File: config.mk
export PLATFORM = sky130hd
export DESIGN_NAME = vhz_phase_gen
export DESIGN_NICKNAME = d
export VERILOG_FILES = /design/src/rtl/vhz_pkg.sv /design/src/rtl/vhz_scale.sv /design/src/rtl/vhz_phase_acc.sv /design/src/rtl/vhz_quarter_lut.sv /design/src/rtl/vhz_phase_gen.sv
export SDC_FILE = /design/constraint.sdc
export NUM_CORES = 1
export LEC_CHECK = 0
export ABC_AREA = 1
export ABC_CLOCK_PERIOD_IN_PS = 7800
export BUFFER_PORTS_ARGS = -buffer_cell sky130_fd_sc_hd__buf_2
export CAP_MARGIN = 30
export CORE_MARGIN = 4
export CORE_UTILIZATION = 32
export DETAILED_ROUTE_END_ITERATION = 10
export GPL_ROUTABILITY_DRIVEN = 0
export HOLD_SLACK_MARGIN = 0.06
export PLACE_DENSITY_LB_ADDON = 0.05
export SETUP_SLACK_MARGIN = 0.4
export SLEW_MARGIN = 20
export SYNTH_ARGS = -nofsm -noshare
export SYNTH_HDL_FRONTEND = slang
export SYNTH_SLANG_ARGS = --single-unit
File: constraint.sdc
create_clock -name clk -period 7.8 [get_ports clk]
set_clock_uncertainty 0.15 [all_clocks]
set_input_delay 0.78 -clock clk [delete_from_list [all_inputs] [get_ports clk]]
set_output_delay 0.78 -clock clk [all_outputs]
set_load 0.005 [all_outputs]
File: src/rtl/vhz_pkg.sv
package vhz_pkg;
  localparam int DW = 16;
  localparam int AW = 32;

  typedef logic signed [DW-1:0] sword_t;
  typedef logic [DW-1:0]        uword_t;

  typedef struct packed {
    uword_t m;
    logic   sin_neg;
    logic   cos_neg;
  } fold_t;

  // signed fractional product, upper word kept
  function automatic sword_t mul_hi(input sword_t a, input sword_t b);
    logic signed [2*DW-1:0] p;
    p = a * b;
    return sword_t'(p >>> DW);
  endfunction

  function automatic sword_t clamp_lo(input sword_t v, input sword_t lo);
    return (v < lo) ? lo : v;
  endfunction

  function automatic sword_t clamp_rng(input sword_t v, input sword_t lo, input sword_t hi);
    if (v < lo) return lo;
    if (v > hi) return hi;
    return v;
  endfunction

  // reduce an angle to the first quadrant, keeping the signs apart
  function automatic fold_t fold_angle(input uword_t a, input uword_t q);
    fold_t f;
    f.sin_neg = 1'b0;
    f.cos_neg = 1'b0;
    if (a <= q) begin
      f.m = a;
    end else if (a <= uword_t'(2 * q)) begin
      f.m = uword_t'(2 * q) - a;
      f.cos_neg = 1'b1;
    end else if (a <= uword_t'(3 * q)) begin
      f.m = a - uword_t'(2 * q);
      f.sin_neg = 1'b1;
      f.cos_neg = 1'b1;
    end else begin
      f.m = uword_t'(4 * q) - a;
      f.sin_neg = 1'b1;
    end
    return f;
  endfunction

  // quarter-wave sample i of n, computed at elaboration from a series
  function automatic sword_t sine_q(input int i, input int n);
    real x, x2, t, s;
    int  v;
    x  = 1.5707963267948966 * i / (n - 1);
    x2 = x * x;
    t  = x;
    s  = x;
    for (int k = 1; k < 7; k++) begin
      t = -t * x2 / ((2 * k) * (2 * k + 1));
      s = s + t;
    end
    v = $rtoi(s * 32767.0 + 0.5);
    if (v > 32767) v = 32767;
    if (v < 0) v = 0;
    return sword_t'(v);
  endfunction
endpackage

File: src/rtl/vhz_scale.sv
module vhz_scale
  import vhz_pkg::*;
#(
  parameter int GAIN_W = 32767,
  parameter int GAIN_U = 32767,
  parameter int MIN_W  = 64,
  parameter int MIN_U  = 500,
  parameter int MAX_U  = 6000
) (
  input  sword_t x_in,
  output sword_t speed,
  output sword_t mag
);
  localparam sword_t KW  = sword_t'(GAIN_W);
  localparam sword_t KU  = sword_t'(GAIN_U);
  localparam sword_t WLO = sword_t'(MIN_W);
  localparam sword_t ULO = sword_t'(MIN_U);
  localparam sword_t UHI = sword_t'(MAX_U);

  assign speed = clamp_lo(mul_hi(x_in, KW), WLO);
  assign mag   = clamp_rng(mul_hi(x_in, KU), ULO, UHI);
endmodule

File: src/rtl/vhz_phase_acc.sv
module vhz_phase_acc
  import vhz_pkg::*;
#(
  parameter int T_SAMP  = 4096,
  parameter int QUARTER = 5580
) (
  input  logic   clk,
  input  logic   rst_n,
  input  logic   step,
  input  sword_t speed,
  output uword_t acc_hi,
  output uword_t angle
);
  localparam int     TURN   = 4 * QUARTER;
  localparam uword_t TURN_U = uword_t'(TURN);
  localparam uword_t TS_U   = uword_t'(T_SAMP);

  logic [AW-1:0] acc_q;
  logic [AW-1:0] inc;
  logic [AW-1:0] sum;
  logic [AW-1:0] acc_d;

  // speed is positive (clamped from below), so the product is too
  assign inc   = AW'($unsigned(speed)) * AW'(TS_U);
  assign sum   = acc_q + inc;
  assign acc_d = (sum[AW-1:DW] >= TURN_U) ? (sum - {TURN_U, {DW{1'b0}}}) : sum;

  always_ff @(posedge clk or negedge rst_n) begin
    if (!rst_n) acc_q <= '0;
    else if (step) acc_q <= acc_d;
  end

  assign acc_hi = acc_q[AW-1:DW];
  assign angle  = acc_q[AW-1:DW] + uword_t'(acc_q[DW-1]);
endmodule

File: src/rtl/vhz_quarter_lut.sv
module vhz_quarter_lut
  import vhz_pkg::*;
#(
  parameter int ENTRIES = 32,
  parameter int QUARTER = 5580,
  localparam int IW = $clog2(ENTRIES)
) (
  input  logic [IW-1:0] idx_a,
  input  logic [IW-1:0] idx_b,
  output uword_t        ang_a,
  output sword_t        sin_a,
  output sword_t        sin_b
);
  sword_t sin_rom [ENTRIES];
  uword_t ang_rom [ENTRIES];

  for (genvar g = 0; g < ENTRIES; g++) begin : g_rom
    localparam sword_t SV = sine_q(g, ENTRIES);
    localparam uword_t AV = uword_t'((g * QUARTER) / (ENTRIES - 1));
    assign sin_rom[g] = SV;
    assign ang_rom[g] = AV;
  end

  assign ang_a = ang_rom[idx_a];
  assign sin_a = sin_rom[idx_a];
  assign sin_b = sin_rom[idx_b];
endmodule

File: src/rtl/vhz_phase_gen.sv
module vhz_phase_gen
  import vhz_pkg::*;
#(
  parameter int ENTRIES = 32,
  parameter int QUARTER = 5580,
  parameter int GAIN_W  = 32767,
  parameter int GAIN_U  = 32767,
  parameter int MIN_W   = 64,
  parameter int MIN_U   = 500,
  parameter int MAX_U   = 6000,
  parameter int T_SAMP  = 4096
) (
  input  logic                        clk,
  input  logic                        rst_n,
  input  logic                        sample_valid,
  input  logic signed [vhz_pkg::DW-1:0] sample_in,
  output logic signed [vhz_pkg::DW-1:0] mag_out,
  output logic        [vhz_pkg::DW-1:0] angle_out,
  output logic signed [vhz_pkg::DW-1:0] sin_out,
  output logic signed [vhz_pkg::DW-1:0] cos_out,
  output logic                        done
);
  localparam int            IW   = $clog2(ENTRIES);
  localparam logic [IW-1:0] LAST = IW'(ENTRIES - 1);
  localparam uword_t        QU   = uword_t'(QUARTER);

  typedef enum logic [2:0] {
    S_IDLE, S_SCALE, S_ACC, S_FOLD, S_SRCH0, S_UP, S_DN, S_OUT
  } state_t;

  state_t        state;
  sword_t        x_q, speed_q, mag_q;
  sword_t        speed_c, mag_c;
  uword_t        angle_q, angle_c, acc_hi;
  fold_t         fold_q, fold_c;
  logic [IW-1:0] srch_idx, mirror_idx;
  uword_t        ent_ang;
  sword_t        ent_sin, mir_sin;
  logic          acc_step;
  logic          srch_above, srch_below, at_top, at_bot;

  vhz_scale #(
    .GAIN_W(GAIN_W), .GAIN_U(GAIN_U), .MIN_W(MIN_W), .MIN_U(MIN_U), .MAX_U(MAX_U)
  ) u_scale (
    .x_in (x_q),
    .speed(speed_c),
    .mag  (mag_c)
  );

  assign acc_step = (state == S_ACC);

  vhz_phase_acc #(
    .T_SAMP(T_SAMP), .QUARTER(QUARTER)
  ) u_acc (
    .clk   (clk),
    .rst_n (rst_n),
    .step  (acc_step),
    .speed (speed_q),
    .acc_hi(acc_hi),
    .angle (angle_c)
  );

  assign fold_c     = fold_angle(angle_c, QU);
  assign mirror_idx = LAST - srch_idx;

  vhz_quarter_lut #(
    .ENTRIES(ENTRIES), .QUARTER(QUARTER)
  ) u_lut (
    .idx_a(srch_idx),
    .idx_b(mirror_idx),
    .ang_a(ent_ang),
    .sin_a(ent_sin),
    .sin_b(mir_sin)
  );

  assign srch_above = fold_q.m > ent_ang;
  assign srch_below = fold_q.m < ent_ang;
  assign at_top     = (srch_idx == LAST);
  assign at_bot     = (srch_idx == '0);

  always_ff @(posedge clk or negedge rst_n) begin
    if (!rst_n) begin
      state     <= S_IDLE;
      x_q       <= '0;
      speed_q   <= '0;
      mag_q     <= '0;
      angle_q   <= '0;
      fold_q    <= '0;
      srch_idx  <= IW'(1);
      mag_out   <= '0;
      angle_out <= '0;
      sin_out   <= '0;
      cos_out   <= '0;
      done      <= 1'b0;
    end else begin
      done <= 1'b0;
      unique case (state)
        S_IDLE: if (sample_valid) begin
          x_q   <= sample_in >>> 1;
          state <= S_SCALE;
        end
        S_SCALE: begin
          speed_q <= speed_c;
          mag_q   <= mag_c;
          state   <= S_ACC;
        end
        S_ACC: state <= S_FOLD;
        S_FOLD: begin
          angle_q <= angle_c;
          fold_q  <= fold_c;
          state   <= S_SRCH0;
        end
        S_SRCH0: begin
          if (srch_above && !at_top) begin
            srch_idx <= srch_idx + 1'b1;
            state    <= S_UP;
          end else if (srch_below && !at_bot) begin
            srch_idx <= srch_idx - 1'b1;
            state    <= S_DN;
          end else begin
            state <= S_OUT;
          end
        end
        S_UP: begin
          if (srch_above && !at_top) srch_idx <= srch_idx + 1'b1;
          else state <= S_OUT;
        end
        S_DN: begin
          if (srch_below && !at_bot) srch_idx <= srch_idx - 1'b1;
          else state <= S_OUT;
        end
        S_OUT: begin
          mag_out   <= mag_q;
          angle_out <= angle_q;
          sin_out   <= fold_q.sin_neg ? -ent_sin : ent_sin;
          cos_out   <= fold_q.cos_neg ? -mir_sin : mir_sin;
          done      <= 1'b1;
          state     <= S_IDLE;
        end
        default: state <= S_IDLE;
      endcase
    end
  end
endmodule

After elaboration in Yosys (flattened, before gate mapping)

Memory sizes are Yosys's and may differ from the RTL's.
Cells that the tools add are included.

Input port bits: 19
Memory bits (read-only): 1536
Flip-flop bits (word level): 186
Output and inout port bits: 65
Memories kept: 3
Word-level logic and storage cells: 100

Memories:

| name             | words | bits a word | rd ports | clocked after Yosys merged registers in | write ports | line                  | text |
|---|---|---|---|---|---|---|---|
| (name not given) | 32    | 16          | 1        | 0                                       | 0           | vhz_quarter_lut.sv:26 | `assign sin_b = sin_rom[idx_b];` |
| (name not given) | 32    | 16          | 1        | 0                                       | 0           | vhz_quarter_lut.sv:25 | `assign sin_a = sin_rom[idx_a];` |
| (name not given) | 32    | 16          | 1        | 0                                       | 0           | vhz_quarter_lut.sv:24 | `assign ang_a = ang_rom[idx_a];` |

Reduce and logical (&&, ||, !) cells: 10
Order comparisons: 11
Equal/unequal tests: 12
Bitwise logic cells: 2
Multiply operators: 1
Multiplexer cells: 35
Add/subtract/negate cells: 11

Operator list:

| kind                                                                                   | count |
|---|---|
| 16-bit two-way mux                                                                     | 15 |
| 32-bit by 28-bit adder with 32-bit output                                              | 1 |
| 32-bit two-way mux                                                                     | 1 |
| 16-bit negation                                                                        | 2 |
| 32-bit by 31-bit subtractor with 32-bit output (second input constant)                 | 1 |
| 15-bit by 16-bit multiplier with 31-bit output (second input constant)                 | 1 |
| 3-bit case mux with 8 select lines                                                     | 1 |
| 17-bit two-way mux                                                                     | 1 |
| 16-bit by 1-bit adder with 16-bit output                                               | 1 |
| 16-bit by 15-bit greater-or-equal comparator with 1-bit output (second input constant) | 1 |
| 16-bit > comparator                                                                    | 1 |
| 16-bit by 13-bit <= comparator with 1-bit output (second input constant)               | 1 |
| 16-bit by 14-bit <= comparator with 1-bit output (second input constant)               | 1 |
| 16-bit by 15-bit <= comparator with 1-bit output (second input constant)               | 1 |
| 16-bit less-than comparator                                                            | 1 |
| 14-bit by 16-bit subtractor with 16-bit output (first input constant)                  | 1 |
| 15-bit by 16-bit subtractor with 16-bit output (first input constant)                  | 1 |
| 16-bit by 14-bit subtractor with 16-bit output (second input constant)                 | 1 |
| 15-bit by 14-bit > comparator with 1-bit output (second input constant)                | 1 |
| 15-bit by 10-bit less-than comparator with 1-bit output (second input constant)        | 1 |
| 15-bit by 8-bit less-than comparator with 1-bit output (second input constant)         | 1 |
| 5-bit two-way mux                                                                      | 3 |
| 5-bit case mux with 3 select lines                                                     | 1 |
| 3-bit equality test (second input constant)                                            | 4 |
| other kinds (19)                                                                       | 38 |

Logic depth before layout (Yosys ltp)

Gate-level depths: netlist (run 1).

Word-level depth: 9
Gate-level depth with buffers: 37
Depth with buffers taken out: 35

Cells and area by module

A second synthesis (run 1) with hierarchy kept.

Cells, all modules: 3119
Area, all modules: 21668.3 um^2

By module, submodules not included:

| module          | instances | area an instance (um^2) | seq. area each (um^2) | cells each |
|---|---|---|---|---|
| vhz_scale       | 1         | 8406.8                  | 0.0                   | 1160 |
| vhz_phase_gen   | 1         | 8400.6                  | 3829.9                | 1055 |
| vhz_phase_acc   | 1         | 2911.5                  | 500.5                 | 501 |
| vhz_quarter_lut | 1         | 1949.4                  | 0.0                   | 403 |

Worst setup path after synthesis (run 1)

Ideal clock, no wire load.

Kind: reg-to-reg
Start point: register x_q[6]
End point: register speed_q[6]
Setup time: 0.119 ns
Data arrival time: 6.535 ns
Period minus slack after synthesis: 6.804 ns
Data required time: 7.531 ns
Path slack: 0.996 ns
Stages on the path, launching flop included: 36
Buffers on the path: 2
Cell sequence: dfrtp_1 -> inv_1 -> fa_1 -> clkbuf_1 -> xnor2_1 -> ha_1 -> a21oi_1 -> clkbuf_1 -> xor2_1 -> inv_1 -> ha_1 -> a21oi_1 -> inv_1 -> ha_1 -> inv_1 -> fa_1 -> fa_1 -> inv_1 -> ha_1 -> nand2_1 -> inv_1 -> nand2_1 -> nand2_1 -> a21oi_1 -> nor2_1 -> nor2_1 -> nand3_1 -> nand2_1 -> nand2_1 -> nor3_1 -> nor4b_1 -> ha_1 -> nor2_1 -> inv_1 -> o22ai_1 -> inv_1

Cells in the longest elaborated chain, start to end: 3

Ends and longest elaborated chain:

| item                                                   | line                 | text |
|---|---|---|
| start, declared                                        | vhz_phase_gen.sv:32  | `sword_t x_q, speed_q, mag_q;` |
| start signal, assigned                                 | vhz_phase_gen.sv:99  | `x_q <= sample_in >>> 1;` |
| 15-bit by 16-bit multiplier with 31-bit output (*)     | vhz_pkg.sv:17        | `p = a * b;` |
| 15-bit by 8-bit less-than comparator with 1-bit output | vhz_pkg.sv:22        | `return (v < lo) ? lo : v;` |
| 16-bit two-way mux (*)                                 | vhz_pkg.sv:22        |  |
| end signal, assigned                                   | vhz_phase_gen.sv:103 | `speed_q <= speed_c;` |
| end, declared                                          | vhz_phase_gen.sv:32  |  |

Mark *: on every way between the ends. The rest lies on a longest branch, timed or not.
A chain may end at the register's enable or synchronous reset.

Worst setup path after layout (run 1)

Start point: register x_q[2]
End point: register speed_q[6]

Same word-level chain as after synthesis.

==> results of run 1 <==
## metal layers
layer / wire length, um / up-vias / global-route usage [%]
met4: 1074 / 0 / 5.224
met3: 2095 / 59 / 2.681
met2: 23490 / 353 / 29.47
met1: 25830 / 7469 / 26.90
li1: - / 8133 / -
met5: 0 / - / 0
## critical path: cells and delay by family, from the launching register on
family                     cells  cell delay, ns
adders and majority gates      7            3.29
DFF                            1            0.47
and+or+nand+nor               13            1.88
AOI/OAI and AO/OA              1            0.15
buffers and inverters          7            0.65
xor gates and xnor gates       1            0.18
## cells by family (layout without fill, tap and decap cells)
family,Yosys count,count (layout),share of synthesized area [%]
adder cells (fa/ha/maj),215,215,18.16
buffers and inverters,428,509,9.794
AO/OA/AOI/OAI,314,314,10.30
multiplexers,7,7,0.4650
flip-flops,170,170,25.10
AND/OR/NAND/NOR,1296,1296,32.11
XOR/XNOR,76,76,4.082
## stage by stage
step | util, % | std cells | hold WS (ns)
after floorplan | - | 2506 | 0.2865
after global placement | 34.41 | 3234 | 0.3012
after detailed placement | 34.45 | 3236 | 0.3043
after CTS | 35.63 | 3268 | 0.2687
after global routing | 35.93 | 3275 | 0.3453
final | 35.93 | 3275 | 0.3176
## how the worst max path moves through the flow
stage / startpoint / end / slack (ns) / cells after the start
3_5_place_dp: x_q[10] / speed_q[6] / 0.49 / 30
6_report: x_q[2] / speed_q[6] / 0.92 / 29
2_1_floorplan: x_q[6] / speed_q[6] / 1.0 / 35
5_1_grt: x_q[6] / speed_q[6] / 0.39 / 29
3_3_place_gp: x_q[10] / speed_q[6] / 0.52 / 30
4_1_cts: x_q[10] / speed_q[6] / 0.45 / 30
## cells in the mapped netlist (2+ instances only)
cell type	n
buf_1	2
xnor2_1	24
nor2_4	3
nand2_2	14
nor2_1	222
o31ai_1	4
o21ai_1	8
a31oi_1	13
nand4_1	36
o221ai_1	2
or2_2	5
a21o_1	3
o21ai_0	145
nand2_1	795
dfrtp_1	169
inv_1	361
ha_1	162
a21boi_1	2
fa_1	52
nor2_2	5
mux2_2	7
o211ai_1	8
buf_4	4
o21ai_2	2
inv_2	11
o22ai_1	10
nor3_1	26
buf_6	4
xor2_1	50
and2_1	2
a32o_1	3
a22o_1	2
nand3_2	8
nand3_1	156
a21boi_0	5
buf_2	7
o21bai_1	10
a21oi_1	90
nand3b_1	13
clkbuf_1	39
## timing repair
action                                 4_1_cts  5_1_grt
endpoints found under the hold margin        0        9
hold buffers                                 0        1
setup endpoints to repair                    0       27
gates resized for setup                      0       19
buffers inserted                             0        4
## registers in the layout (all words and copies together), names as in the netlist
name / cells
mag_q: 15
state: 3
fold_q: 17
speed_q: 15
cos_out: 16
srch_idx: 5
angle_q: 16
angle_out: 16
mag_out: 15
x_q: 15
u_acc.acc_q: 20
sin_out: 16
done: 1
## cell usage in the layout, fill, tap and decap left out, types with 10 or more instances in the layout
| master | Yosys | final |
|---|---|---|
| nand2_1 | 795 | 794 |
| inv_1 | 361 | 358 |
| nor2_1 | 222 | 219 |
| dfrtp_1 | 169 | 168 |
| ha_1 | 162 | 162 |
| nand3_1 | 156 | 156 |
| o21ai_0 | 145 | 145 |
| a21oi_1 | 90 | 87 |
| buf_2 | 7 | 81 |
| xor2_1 | 50 | 49 |
| fa_1 | 52 | 47 |
| nand4_1 | 36 | 36 |
| nor3_1 | 26 | 25 |
| xnor2_1 | 24 | 22 |
| buf_4 | 4 | 18 |
| clkbuf_16 | 0 | 17 |
| nand2_2 | 14 | 15 |
| inv_2 | 11 | 14 |
| nand3b_1 | 13 | 13 |
| a31oi_1 | 13 | 13 |
| o21bai_1 | 10 | 10 |
| o22ai_1 | 10 | 10 |
## final cells by class
class	count	area, um2	area share, %
Multi-Input combinational cell	1908	11100	58.81
Sequential cell	170	4257	22.54
Inverter	372	1396	7.395
Timing Repair Buffer	105	645.6	3.419
Clock buffer	19	442.9	2.346
Tap cell	688	860.8	4.559
Clock inverter	13	175.2	0.9277
==> results.txt, run 1 <==
leading area contributor after synthesis = dfrtp_1
hold path cells = 2
RSZ-0062 raised after global routing = no
R2R Path End = speed_q[6]
Hold Path Class = register to register
Ys Warns = 0
Vias = 16010
Mean Syn Cell Area = 6.765 um2
row cnt = 84
Final Cycle Share = 88.17%
Slew HR = 38.56%
largest net degree at the start of global routing = 108
Mapped Area = 16950 um2
DIE WIDTH = 238.2 um
Setup-failing EPs final = 0
clock slew at reported path FFs = 0.08 ns
Cells after Synth = 2506
total grt overflow = 0
I/O pins = 84
Core Footprint = 52550 um2
Ant. Diodes = 0
Post-synth top flop = dfrtp_1
Crit-path slowest cell = fa_2
CTS tree = yes
number of global-route vias before repair = 15490
number of max-cap violations = 0
FMAX = 145.4 MHz
vias per cell = 4.890
status = completed
Initial Util = 32.26%
area grow syn2layout = 11.38%
final wirelength = 52.48 mm
initial antenna violation count = 0
Crit Path Max Fanout = 10
share of layout cells above drive strength 1 = 8.543%
EDFF count, synth = 0
startpoint types = register
Port Buffers = 82
pre-CTS setup slack = 0.4859 ns
worst stage delay on the critical path = 0.65 ns
Hold EP = angle_out[10]
DRC Markers = 0
Sink Count = 170
worst-margin pin slew = 0.9215 ns
Reg-to-Reg Start = x_q[2]
die height = 238.2 um
area post-placement = 18100 um2
iteration count of the initial detailed-routing pass = 7
Hold Startpoint = angle_out[10]
Routed Antenna Nets = 0
Critical Path Most Common Cell = nand2_1
# nets final = 2807
Mapped Nets = 2739
WL/cell = 16.03 um
CTS Buffer Depth = 2
H-Tree Depth = 4
clock buffer count from CTS = 17
r2r setup slk = 0.92 ns
design area = 18880 um2
CP required = 8.03 ns
Distinct cells, synth = 62
Final Max Slew Viols = 0
critical path class = register to register
Detailed Route Iter0 Violations = 943
FF+latch count, synth = 170
Fillers = 5781
setup_tns = 0 ns
root buf cell = clkbuf_16
Synth top area share = 24.95%
sequential area share after synthesis = 25.10%
HPWL after DPL = 42.00 mm
fraction of registers with async set/reset = 100.0%
die area = 56720 um2
main area contributors after synthesis = dfrtp_1 (25%), nand2_1 (18%), ha_1 (12%), inv_1 (8.0%), fa_1 (6.1%)
global-route wire length before repair = 85.19 mm
Clock Latency Late Sink = 0.48 ns
critical path capture point type = register
worst setup margin = 0.9224 ns
Tot GR Track Use = 18.72%
Tmin final = 6.878 ns
Final Hold Vio Count = 0
Reg2Reg Depth = 29
WP data arrival = 7.10 ns
Power of run 1 is not shown: default switching activity piles up to over one toggle a cycle in this logic, so the estimate is an artifact.
==> run 2: changes to the inputs <==
- PLACE_DENSITY: not set -> 0.55
- PLACE_DENSITY_LB_ADDON: 0.05 -> not set
==> run 2 against run 1 <==
Global-route usage shrank 1.4 points. Die area unchanged. Routed wire length down 6.9%. Count of clock-buffer cells in the layout down 1. Final area down 0.27%. Via count up 1.5%. Critical path depth increased by 1. Register-to-register slack lost 0.07 ns.
==> results.txt, run 2 (synthesis results as in run 1) <==
status = completed
die area = 56720 um2 (unchanged)
share of layout cells above drive strength 1 = 8.327% (-0.22 points)
Ant. Diodes = 0 (unchanged)
WL/cell = 14.95 um (-6.7%)
Clock Latency Late Sink = 0.47 ns (about the same)
CTS tree = yes
most common cell after layout, fill and taps aside = nand2_1
CTS Buffer Depth = 2 (unchanged)
HPWL after DPL = 38.93 mm (-7.3%)
RSZ-0062 raised after global routing = no
Critical Path Most Common Cell = nand2_1
Final Hold Vio Count = 0 (unchanged)
Fillers = 5678 (-1.8%)
H-Tree Depth = 4 (unchanged)
most frequent cells in the layout = nand2_1 (794), inv_1 (359), nor2_1 (215)
Reg2Reg Depth = 30 (+3.4%)
CP required = 8.01 ns (-0.02 ns)
Crit Path Max Fanout = 10 (unchanged)
die height = 238.2 um (unchanged)
worst setup margin = 0.8493 ns (-0.07307 ns)
row cnt = 84 (unchanged)
Vias = 16250 (+1.5%)
Tmin final = 6.951 ns (+0.07307 ns)
final wirelength = 48.88 mm (-6.9%)
Regs by FF count = u_acc.acc_q x20, fold_q x17
vias per cell = 4.970 (+1.6%)
number of global-route vias before repair = 15760 (+1.8%)
clock buffer count from CTS = 17 (unchanged)
iteration count of the initial detailed-routing pass = 6 (-1)
WP data arrival = 7.16 ns (+0.06 ns)
Port Buffers = 82 (unchanged)
total grt overflow = 0 (unchanged)
Reg-to-Reg Start = x_q[6]
DRC Markers = 0 (unchanged)
Final Cycle Share = 89.11% (+0.94 points)
number of max-cap violations = 0 (unchanged)
Detailed Route Iter0 Violations = 1234 (+31%)
Initial Util = 32.26% (unchanged)
# nets final = 2802 (-0.18%)
Final Max Slew Viols = 0 (unchanged)
largest net degree at the start of global routing = 97 (-10%)
initial antenna violation count = 0 (unchanged)
Inst Count DP = 3233 (-0.093%)
Tot GR Track Use = 17.29% (-1.4 points)
clock slew at reported path FFs = 0.08 ns (about the same)
critical path class = register to register
most flop-heavy register = u_acc.acc_q
max reg flops = 20 (unchanged)
Sink Count = 170 (unchanged)
Crit-path slowest cell = fa_2
Core Footprint = 52550 um2 (unchanged)
FMAX = 143.9 MHz (-1.1%)
CP startpoint = x_q[6]
DIE WIDTH = 238.2 um (unchanged)
root buf cell = clkbuf_16
Slew HR = 41.47% (+2.9 points)
Setup-failing EPs final = 0 (unchanged)
worst-margin pin slew = 0.8780 ns (-0.04358 ns)
critical path capture point type = register
r2r setup slk = 0.85 ns (-0.07 ns)
pre-CTS setup slack = 0.3585 ns (-0.1274 ns)
Cell Count, Final, Fillers Out = 3270 (-0.15%)
Hold Path Class = register to register
Routed Antenna Nets = 0 (unchanged)
area grow syn2layout = 11.08%
Worst setup endpoint = speed_q[6]
worst stage delay on the critical path = 0.66 ns (about the same)
setup_tns = 0 ns (unchanged)
global-route wire length before repair = 80.61 mm (-5.4%)
I/O pins = 84 (unchanged)
startpoint types = register
R2R Path End = speed_q[6]
## run 2: worst min path at each step
stage | cells past startpoint | slack (ns) | from | to
floorplan | 2 | 0.29 | mag_q[13] | mag_q[13]
global placement | 2 | 0.30 | mag_out[9] | mag_out[9]
detailed placement | 2 | 0.30 | mag_out[11] | mag_out[11]
CTS | 1 | 0.30 | rst_n | sin_out[2]
global route | 2 | 0.35 | angle_out[3] | angle_out[3]
finish | 2 | 0.32 | angle_out[14] | angle_out[14]
## run 2: layout make-up
class / count / area [um2] / share of cell area (%)
flip-flops and latches: 170 / 4257 / 22.60
well taps: 688 / 860.8 / 4.571
multi-input cells: 1908 / 11100 / 58.94
clock buffers: 18 / 439.2 / 2.332
repair buffers: 100 / 598.1 / 3.176
inverters: 372 / 1396 / 7.415
clock inverters: 14 / 181.4 / 0.9635
## run 2: metal layers
layer	wire (um)	share of wire [%]	up-vias	GRT usage, %
li1	-	-	8110	-
met1	22660	46	7584	23.45
met2	22550	46	483	28.82
met3	2536	5.2	76	2.288
met4	1133	2.3	0	5.295
met5	0	0	-	0
## run 2: timing repair
action                                  in CTS  in global routing
gates resized for setup                      2                 17
endpoints found under the setup margin      10                 14
hold endpoints to repair                     0                 22
pin swaps                                    0                  1
hold buffers                                 0                  1
buffers inserted                             0                  1
## run 2: stage by stage
| step | utilization, % | area [um2] | hold WS (ns) |
|---|---|---|---|
| floorplan | - | 16950 | 0.2865 |
| global placement | 34.39 | 18070 | 0.3024 |
| detailed placement | 34.39 | 18070 | 0.3031 |
| CTS | 35.58 | 18700 | 0.2965 |
| global route | 35.83 | 18830 | 0.3495 |
| finish | 35.83 | 18830 | 0.3193 |
## run 2: critical path: cells and delay by family (launching register included)
kind / cells / cell delay [ns]
adder cells (fa/ha/maj): 7 / 3.23
AND/OR/NAND/NOR: 13 / 2.02
flip-flops: 1 / 0.42
buffers and inverters: 6 / 0.42
AO/OA/AOI/OAI: 2 / 0.30
XOR/XNOR: 2 / 0.30
Power of run 2 is left out for the same reason.
